<file path="config.mk">
export PLATFORM = sky130hd
export DESIGN_NAME = pfd_top
export DESIGN_NICKNAME = d
export VERILOG_FILES = /design/src/rtl/pfd_pkg.sv /design/src/rtl/pfd_edge_sync.sv /design/src/rtl/pfd_core.sv /design/src/rtl/pfd_lock.sv /design/src/rtl/pfd_top.sv
export SDC_FILE = /design/constraint.sdc
export NUM_CORES = 1
export LEC_CHECK = 0
export ABC_AREA = 1
export BUFFER_PORTS_ARGS = -buffer_cell sky130_fd_sc_hd__buf_2
export CORE_ASPECT_RATIO = 0.6
export CORE_MARGIN = 2
export CORE_UTILIZATION = 42
export DETAILED_ROUTE_END_ITERATION = 6
export GPL_ROUTABILITY_DRIVEN = 0
export MAX_ROUTING_LAYER = met4
export SLEW_MARGIN = 15
export SYNTH_ARGS = -nofsm -noshare
export SYNTH_HDL_FRONTEND = slang
export SYNTH_SLANG_ARGS = --single-unit
</file>
<file path="constraint.sdc">
create_clock -name clk -period 1.9 [get_ports clk]
set_input_delay 0.38 -clock clk [delete_from_list [all_inputs] [get_ports clk]]
set_output_delay 0.38 -clock clk [all_outputs]
set_load 0.01 [all_outputs]
</file>
<file path="src/rtl/pfd_pkg.sv">
package pfd_pkg;

    typedef enum logic [1:0] {
        PFD_IDLE = 2'b00,
        PFD_UP   = 2'b01,
        PFD_DN   = 2'b10
    } pfd_state_e;

    typedef struct packed {
        logic ref_rise;
        logic fbk_rise;
    } edge_pair_t;

    typedef struct packed {
        logic en;
        logic lvl;
    } drive_t;

    function automatic pfd_state_e pfd_next(pfd_state_e cur, edge_pair_t e);
        pfd_state_e nxt;
        nxt = cur;
        if (e.ref_rise && e.fbk_rise) begin
            nxt = PFD_IDLE;
        end else begin
            case (cur)
                PFD_IDLE: begin
                    if (e.ref_rise)      nxt = PFD_UP;
                    else if (e.fbk_rise) nxt = PFD_DN;
                end
                PFD_UP:   if (e.fbk_rise) nxt = PFD_IDLE;
                PFD_DN:   if (e.ref_rise) nxt = PFD_IDLE;
                default:  nxt = PFD_IDLE;
            endcase
        end
        return nxt;
    endfunction

    function automatic drive_t pfd_encode(pfd_state_e s);
        drive_t d;
        d.en  = (s != PFD_IDLE);
        d.lvl = (s == PFD_UP);
        return d;
    endfunction

endpackage

</file>
<file path="src/rtl/pfd_edge_sync.sv">
module pfd_edge_sync #(
    parameter int STAGES = 2
) (
    input  logic clk,
    input  logic rst,
    input  logic din,
    output logic rise
);
    localparam int LAST = STAGES;

    logic [LAST:0] shreg;

    always_ff @(posedge clk) begin
        if (rst) shreg <= '0;
        else     shreg <= {shreg[LAST-1:0], din};
    end

    assign rise = shreg[LAST-1] & ~shreg[LAST];
endmodule

</file>
<file path="src/rtl/pfd_core.sv">
module pfd_core
    import pfd_pkg::*;
(
    input  logic       clk,
    input  logic       rst,
    input  edge_pair_t edges,
    output pfd_state_e state,
    output drive_t     drv
);
    always_ff @(posedge clk) begin
        if (rst) state <= PFD_IDLE;
        else     state <= pfd_next(state, edges);
    end

    assign drv = pfd_encode(state);
endmodule

</file>
<file path="src/rtl/pfd_lock.sv">
module pfd_lock #(
    parameter int LOCK_PERIODS = 16,
    parameter int MAX_CORR     = 64
) (
    input  logic clk,
    input  logic rst,
    input  logic ref_rise,
    input  logic idle,
    output logic locked
);
    localparam int PW = $clog2(LOCK_PERIODS + 1);
    localparam int CW = $clog2(MAX_CORR + 2);
    localparam logic [PW-1:0] RUN_TGT  = PW'(LOCK_PERIODS);
    localparam logic [CW-1:0] CORR_TGT = CW'(MAX_CORR);

    logic [PW-1:0] run_cnt;
    logic [CW-1:0] corr_len;
    logic          dirty;
    logic          long_corr;
    logic          period_clean;

    assign long_corr    = !idle && (corr_len >= CORR_TGT);
    assign period_clean = !dirty && idle;

    always_ff @(posedge clk) begin
        if (rst) begin
            corr_len <= '0;
        end else if (idle) begin
            corr_len <= '0;
        end else if (corr_len < CORR_TGT) begin
            corr_len <= corr_len + 1'b1;
        end
    end

    always_ff @(posedge clk) begin
        if (rst) begin
            dirty   <= 1'b0;
            run_cnt <= '0;
        end else if (long_corr) begin
            dirty   <= 1'b1;
            run_cnt <= '0;
        end else if (ref_rise) begin
            dirty <= 1'b0;
            if (!period_clean)       run_cnt <= '0;
            else if (run_cnt < RUN_TGT) run_cnt <= run_cnt + 1'b1;
        end else if (!idle) begin
            dirty <= 1'b1;
        end
    end

    always_ff @(posedge clk) begin
        if (rst)                    locked <= 1'b0;
        else if (long_corr)         locked <= 1'b0;
        else if (run_cnt == RUN_TGT) locked <= 1'b1;
    end
endmodule

</file>
<file path="src/rtl/pfd_top.sv">
module pfd_top
    import pfd_pkg::*;
#(
    parameter int SYNC_STAGES  = 2,
    parameter int LOCK_PERIODS = 16,
    parameter int MAX_CORR     = 64
) (
    input  logic clk,
    input  logic rst,
    input  logic ref_in,
    input  logic fbk_in,
    output logic drive_en,
    output logic drive_lvl,
    output logic pump_up,
    output logic pump_dn,
    output logic status_idle,
    output logic locked
);
    localparam int NCH = 2;

    logic [NCH-1:0] raw_in;
    logic [NCH-1:0] rise_v;
    logic           ref_rise;
    logic           fbk_rise;
    edge_pair_t     edges;
    pfd_state_e     state;
    drive_t         drv;

    assign raw_in = {fbk_in, ref_in};

    genvar g;
    generate
        for (g = 0; g < NCH; g++) begin : g_sync
            pfd_edge_sync #(.STAGES(SYNC_STAGES)) u_sync (
                .clk  (clk),
                .rst  (rst),
                .din  (raw_in[g]),
                .rise (rise_v[g])
            );
        end
    endgenerate

    assign ref_rise       = rise_v[0];
    assign fbk_rise       = rise_v[1];
    assign edges.ref_rise = ref_rise;
    assign edges.fbk_rise = fbk_rise;

    pfd_core u_core (
        .clk   (clk),
        .rst   (rst),
        .edges (edges),
        .state (state),
        .drv   (drv)
    );

    pfd_lock #(.LOCK_PERIODS(LOCK_PERIODS), .MAX_CORR(MAX_CORR)) u_lock (
        .clk      (clk),
        .rst      (rst),
        .ref_rise (ref_rise),
        .idle     (state == PFD_IDLE),
        .locked   (locked)
    );

    assign drive_en    = drv.en;
    assign drive_lvl   = drv.lvl;
    assign pump_up     = drv.en && drv.lvl;
    assign pump_dn     = drv.en && !drv.lvl;
    assign status_idle = !drv.en;
endmodule

</file>
### Yosys cells after proc, flatten, opt, wreduce, memory -nomap -nowiden

Cells that the tools add are included.

| operators by class | value |
|---|---|
| mux-type cells | 10 |
| bitwise gates (word level) | 4 |
| $add $sub $neg | 2 |
| order comparisons | 3 |
| equal/unequal tests | 8 |
| reductions and logical operators | 16 |

Operator list:

| cell | count |
|---|---|
| $mux 5 | 2 |
| $mux 2 | 4 |
| $add 7x1->7 const B | 1 |
| $ge 7x7->1 const B | 1 |
| $lt 7x7->1 const B | 1 |
| $ne 3x3->1 const B | 2 |
| $pmux 2 s3 | 1 |
| $reduce_or 2->1 | 3 |
| $add 5x1->5 const B | 1 |
| $eq 5x5->1 const B | 1 |
| $logic_and 1x1->1 | 5 |
| $lt 5x5->1 const B | 1 |
| $logic_not 1->1 | 4 |
| $ne 2x2->1 const B | 2 |
| $mux 1 | 3 |
| $reduce_and 3->1 | 1 |
| $and 1x1->1 | 2 |
| $eq 2x1->1 const B | 1 |
| $eq 2x2->1 const B | 1 |
| $logic_not 2->1 | 1 |
| $ne 2x1->1 const B | 1 |
| $not 1->1 | 2 |
| $reduce_and 2->1 | 1 |
| $reduce_bool 2->1 | 1 |

| storage, ports and cells | value |
|---|---|
| word-level logic and storage cells | 50 |
| flip-flop bits (word level) | 22 |
| bits of input ports | 4 |
| output and inout bits | 6 |

### Logic depth before layout (Yosys ltp)

| logic depth | value |
|---|---|
| depth after elaboration | 5 |
| gate-level depth with buffers | 6 |
| gate-level depth less buffers | 6 |

### Modules after synthesis

Synthesis repeated with hierarchy kept, for this count alone.

| second synthesis, totals | value |
|---|---|
| cells, all modules | 132 |
| area total of the unflattened synthesis | 955.9 um^2 |

By module, submodules not included:

| module | instances | sequential area each (um^2) | area each (um^2) | cells each |
|---|---|---|---|---|
| pfd_lock | 1 | 280.3 | 661.9 | 91 |
| pfd_edge_sync | 2 | 60.1 | 86.3 | 10 |
| pfd_core | 1 | 40.0 | 100.1 | 16 |
| pfd_top | 1 | 0.0 | 21.3 | 5 |

### Worst setup path after synthesis

OpenSTA, ideal clock, no wires.

| timing path | value |
|---|---|
| path type | reg-to-output |
| from | register u_core.state[0] |
| to | output pump_up |
| cell stages (with the launch flop) | 4 |
| path buffers | 1 |
| data arrival time | 800 ps |
| data required time | 1520 ps |
| path slack | 720 ps |
| path through | dfxtp_1 -> inv_1 -> nor2_1 -> buf_4 |

| on the way | value |
|---|---|
| cells in the longest elaborated chain, start to end | 2 |
| elaborated cells on any way between the ends | 3 |
| classes of those cells | eq/ne (1); reduce/logical (2) |

RTL lines:

| what | RTL line | RTL |
|---|---|---|
| from (decl) | pfd_core.sv:7 | `output pfd_state_e state,` |
| from (signal assigned) | pfd_core.sv:12 | `else state <= pfd_next(state, edges);` |
| $eq 2x1->1 | pfd_pkg.sv:41 | `d.lvl = (s == PFD_UP);` |
| via drive_lvl | pfd_top.sv:13 | `output logic drive_lvl,` |
| $logic_and 1x1->1 | pfd_top.sv:66 | `assign pump_up = drv.en && drv.lvl;` |
| to (decl) | pfd_top.sv:14 | `output logic pump_up,` |

The timed path passes the listed nets, and every way through them passes these cells.

### Worst setup path in the final report

| timing path | value |
|---|---|
| from | register u_core.state[1] |
| to | output drive_en |

| on the way | value |
|---|---|
| cells in the longest elaborated chain, start to end | 1 |

RTL lines:

| what | RTL line | RTL |
|---|---|---|
| $reduce_bool 2->1 | pfd_pkg.sv:40 | `d.en = (s != PFD_IDLE);` |
| to (decl) | pfd_top.sv:12 | `output logic drive_en,` |

No other way between the ends.

==> impl_results.md <==
- Mapped Cells: 125
- Peak VDD IR: 0.384 mV
- Vias: 764
- Setup WS post-layout: 529 ps
- Starting Density: 43.7%
- Buf/Inv on CP: 2
- Synth area leaders: dfxtp_1, nand2_1, inv_1, nor2_1, a21oi_1
- DRT Wirelength: 1.58 mm
- Crit share post-route: 72.1%
- Final TNS setup: 0 ps
- # port buffers: 9
- Die X: 65.0 um
- Fin. max-slew vios: 0
- # Max-Cap Violations: 0
- CTS clk-pin slew, worst paths: 70 ps
- Hold WC Path Type: input port to flip-flop
- Area grow syn2layout: 11.5%
- Simple-gate share of the synthesized area: 28.9%
- Critical Path Sink Type: primary output
- FP Rows: 13
- Clock Root Buffer: clkbuf_8
- Crit Path Category: flip-flop to primary output
- Post-DP HPWL: 1.24 mm
- Antenna viol nets, final: 0
- Synth Area in Adders: 4.00%
- DRC errors left: 0
- Share of Yosys cell area claimed by the top area cell type: 46.9%
- Compound-Gate Fraction of Synth Area: 9.07%
- Chip Height: 40.6 um
- CP max FO: 7
- Number of distinct library cells after synthesis: 22
- # IOs: 10
- Avg Cell Area, Syn: 7.51 um^2
- Cell-by-cell trace of the critical path: nor2_4 -> inv_1 -> buf_2
- Main combinational cell family by area after synthesis: simple AND/OR/NAND/NOR gates
- Number of gates resized after cts: 0
- Pleak: 0.455 nW
- DRT Pass-1 Iters: 4
- Num CTS Buffers: 3
- Achievable Freq: 730 MHz
- PD cells: 780 nW/um^2
- Clock skew: 0.829 ps
- Post-placement setup slack: 755 ps
- Nets@finish: 143
- Layout cell share with drive strength beyond 1: 13.4%
- Fillers: 214
- Delay-heaviest family, CP: flip-flops
- Hold Buf Count CTS: 0
- CP Data Arrival Time: 990 ps
- Number of antenna cells inserted: 0
- Headroom to the max-slew limit: 67.3%
- Initial antenna violation count: 0
- Clk_lat worst skew: 250 ps
- Gr usage total: 14.0%
- # H-tree levels: 1
- RSZ-0062 raised after global routing: no
- CP max stage delay: 360 ps
- Core Box Area: 2150 um^2
- Worst Tran Pin Value: 489 ps
- Mux cell area share after synthesis: 0%
- Vias in the first global route: 582
- CP max stage cell: dfxtp_1
- Final Hold Fails: 0
- XOR/XNOR share of the synthesized area: 0.933%
- Crit start category: flip-flop
- CTS tree: done
- Clock sink count: 22
- Hold_ws: 320 ps
- Req. time, crit path: 1520 ps
- Outcome: finished clean
- Final setup vio count: 0
- Routed wire per std cell: 9.63 um
- Setup Fix Bufs, Post-CTS: 0
- Most common cell after layout, fill and taps aside: nand2_1
- FF+latch count, synth: 22
- Yosys warning count: 0
- First-pass GRT wire length: 2.57 mm
- Synthesized area: 938 um^2
- Post-place instance area: 1000 um^2
- Largest net degree at the start of global routing: 12
- Die area: 2640 um^2
- Grt ovf: 0
- Iteration-0 DRC Markers: 41
- Sequential element share of the synthesized area: 46.9%
- Vias/cell: 4.66
- Final core utilization: 48.7%
- Commonest cells after routing, fill and taps aside: nand2_1, dfxtp_1, inv_1, nor2_1, a21oi_1
- Minimum clock period: 1370 ps
- Final Cell Area: 1050 um^2
- Clock buffer depth: 2
- Syn Nets: 132
- Area leader, netlist: dfxtp_1
[synthesized netlist by cell type]
library cell / instances
nand2_1: 23
dfxtp_1: 22
inv_1: 21
nor2_1: 19
a21oi_1: 10
nand3_1: 6
ha_1: 3
nand3b_1: 3
nor2_2: 3
nand4_1: 2
o21ai_0: 2
a21o_2: 1
a41oi_1: 1
buf_2: 1
buf_4: 1
clkbuf_1: 1
nand2_2: 1
nor2_4: 1
nor3_1: 1
nor3b_1: 1
o211ai_1: 1
xnor2_1: 1
[cell families after synthesis]
family                   count (synthesis)
buffers and inverters                   24
AO/OA/AOI/OAI                           15
AND/OR/NAND/NOR                         60
adder cells (fa/ha/maj)                  3
flip-flops                              22
XOR/XNOR                                 1
[final timing paths]
check                                         endpoint  slack (ps)                                 start  cells after the start
setup / recovery                              drive_en         530          u_core.state[1]$_SDFFE_PP0P_                      3
hold / removal    g_sync[0].u_sync.shreg[0]$_SDFF_PP0_         320                                ref_in                      3
setup reg to reg        u_lock.run_cnt[0]$_SDFFE_PP0P_         710  g_sync[0].u_sync.shreg[1]$_SDFF_PP0_                      5
hold reg to reg   g_sync[1].u_sync.shreg[1]$_SDFF_PP0_         400  g_sync[1].u_sync.shreg[0]$_SDFF_PP0_                      2
[routing by layer]
| layer | up-vias | track usage, % | part of all wire, % |
|---|---|---|---|
| met3 | 2 | 4.95 | 7.6 |
| met2 | 30 | 18.8 | 35 |
| met5 | - | - | 0 |
| met4 | 0 | 4.69 | 0.82 |
| li1 | 406 | - | - |
| met1 | 326 | 19.4 | 56 |
[registers in the layout, indices dropped and copies added (netlist names)]
register and flops:
u_lock.run_cnt 5, u_lock.locked 1, u_lock.corr_len 7, g_sync.u_sync.shreg 6, u_lock.dirty 1, u_core.state 2
[cell type report]
cell class | count | area [um^2] | area share, %
Sequential cell | 22 | 440 | 42.1
Multi-Input combinational cell | 79 | 403 | 38.5
Inverter | 21 | 78.8 | 7.54
Timing Repair Buffer | 9 | 45.0 | 4.31
Clock buffer | 3 | 41.3 | 3.95
Tap cell | 30 | 37.5 | 3.59
[worst register-to-register path, cell delays in order (launching register included)]
cell,delay [ps]
dfxtp_1,330
inv_1,50
nor2_1,380
nand2_1,160
nor2_1,110
nor2_1,50
[stage by stage]
stage | power (mW) | instances
after floorplan | 0.536 | 125
after global placement | 0.552 | 161
after detailed placement | 0.552 | 161
after CTS | 0.830 | 164
after global routing | 0.851 | 164
final | 0.816 | 164
[where the power goes]
group          switching (mW)  internal [mW]  total [mW]  leakage [nW]
logic                  0.0388         0.0227      0.0615         0.255
registers             0.00779          0.473       0.480         0.179
clock network           0.133          0.141       0.274        0.0216
total                   0.179          0.636       0.816         0.455
No activity file was read; power rests on OpenSTA's default activity.
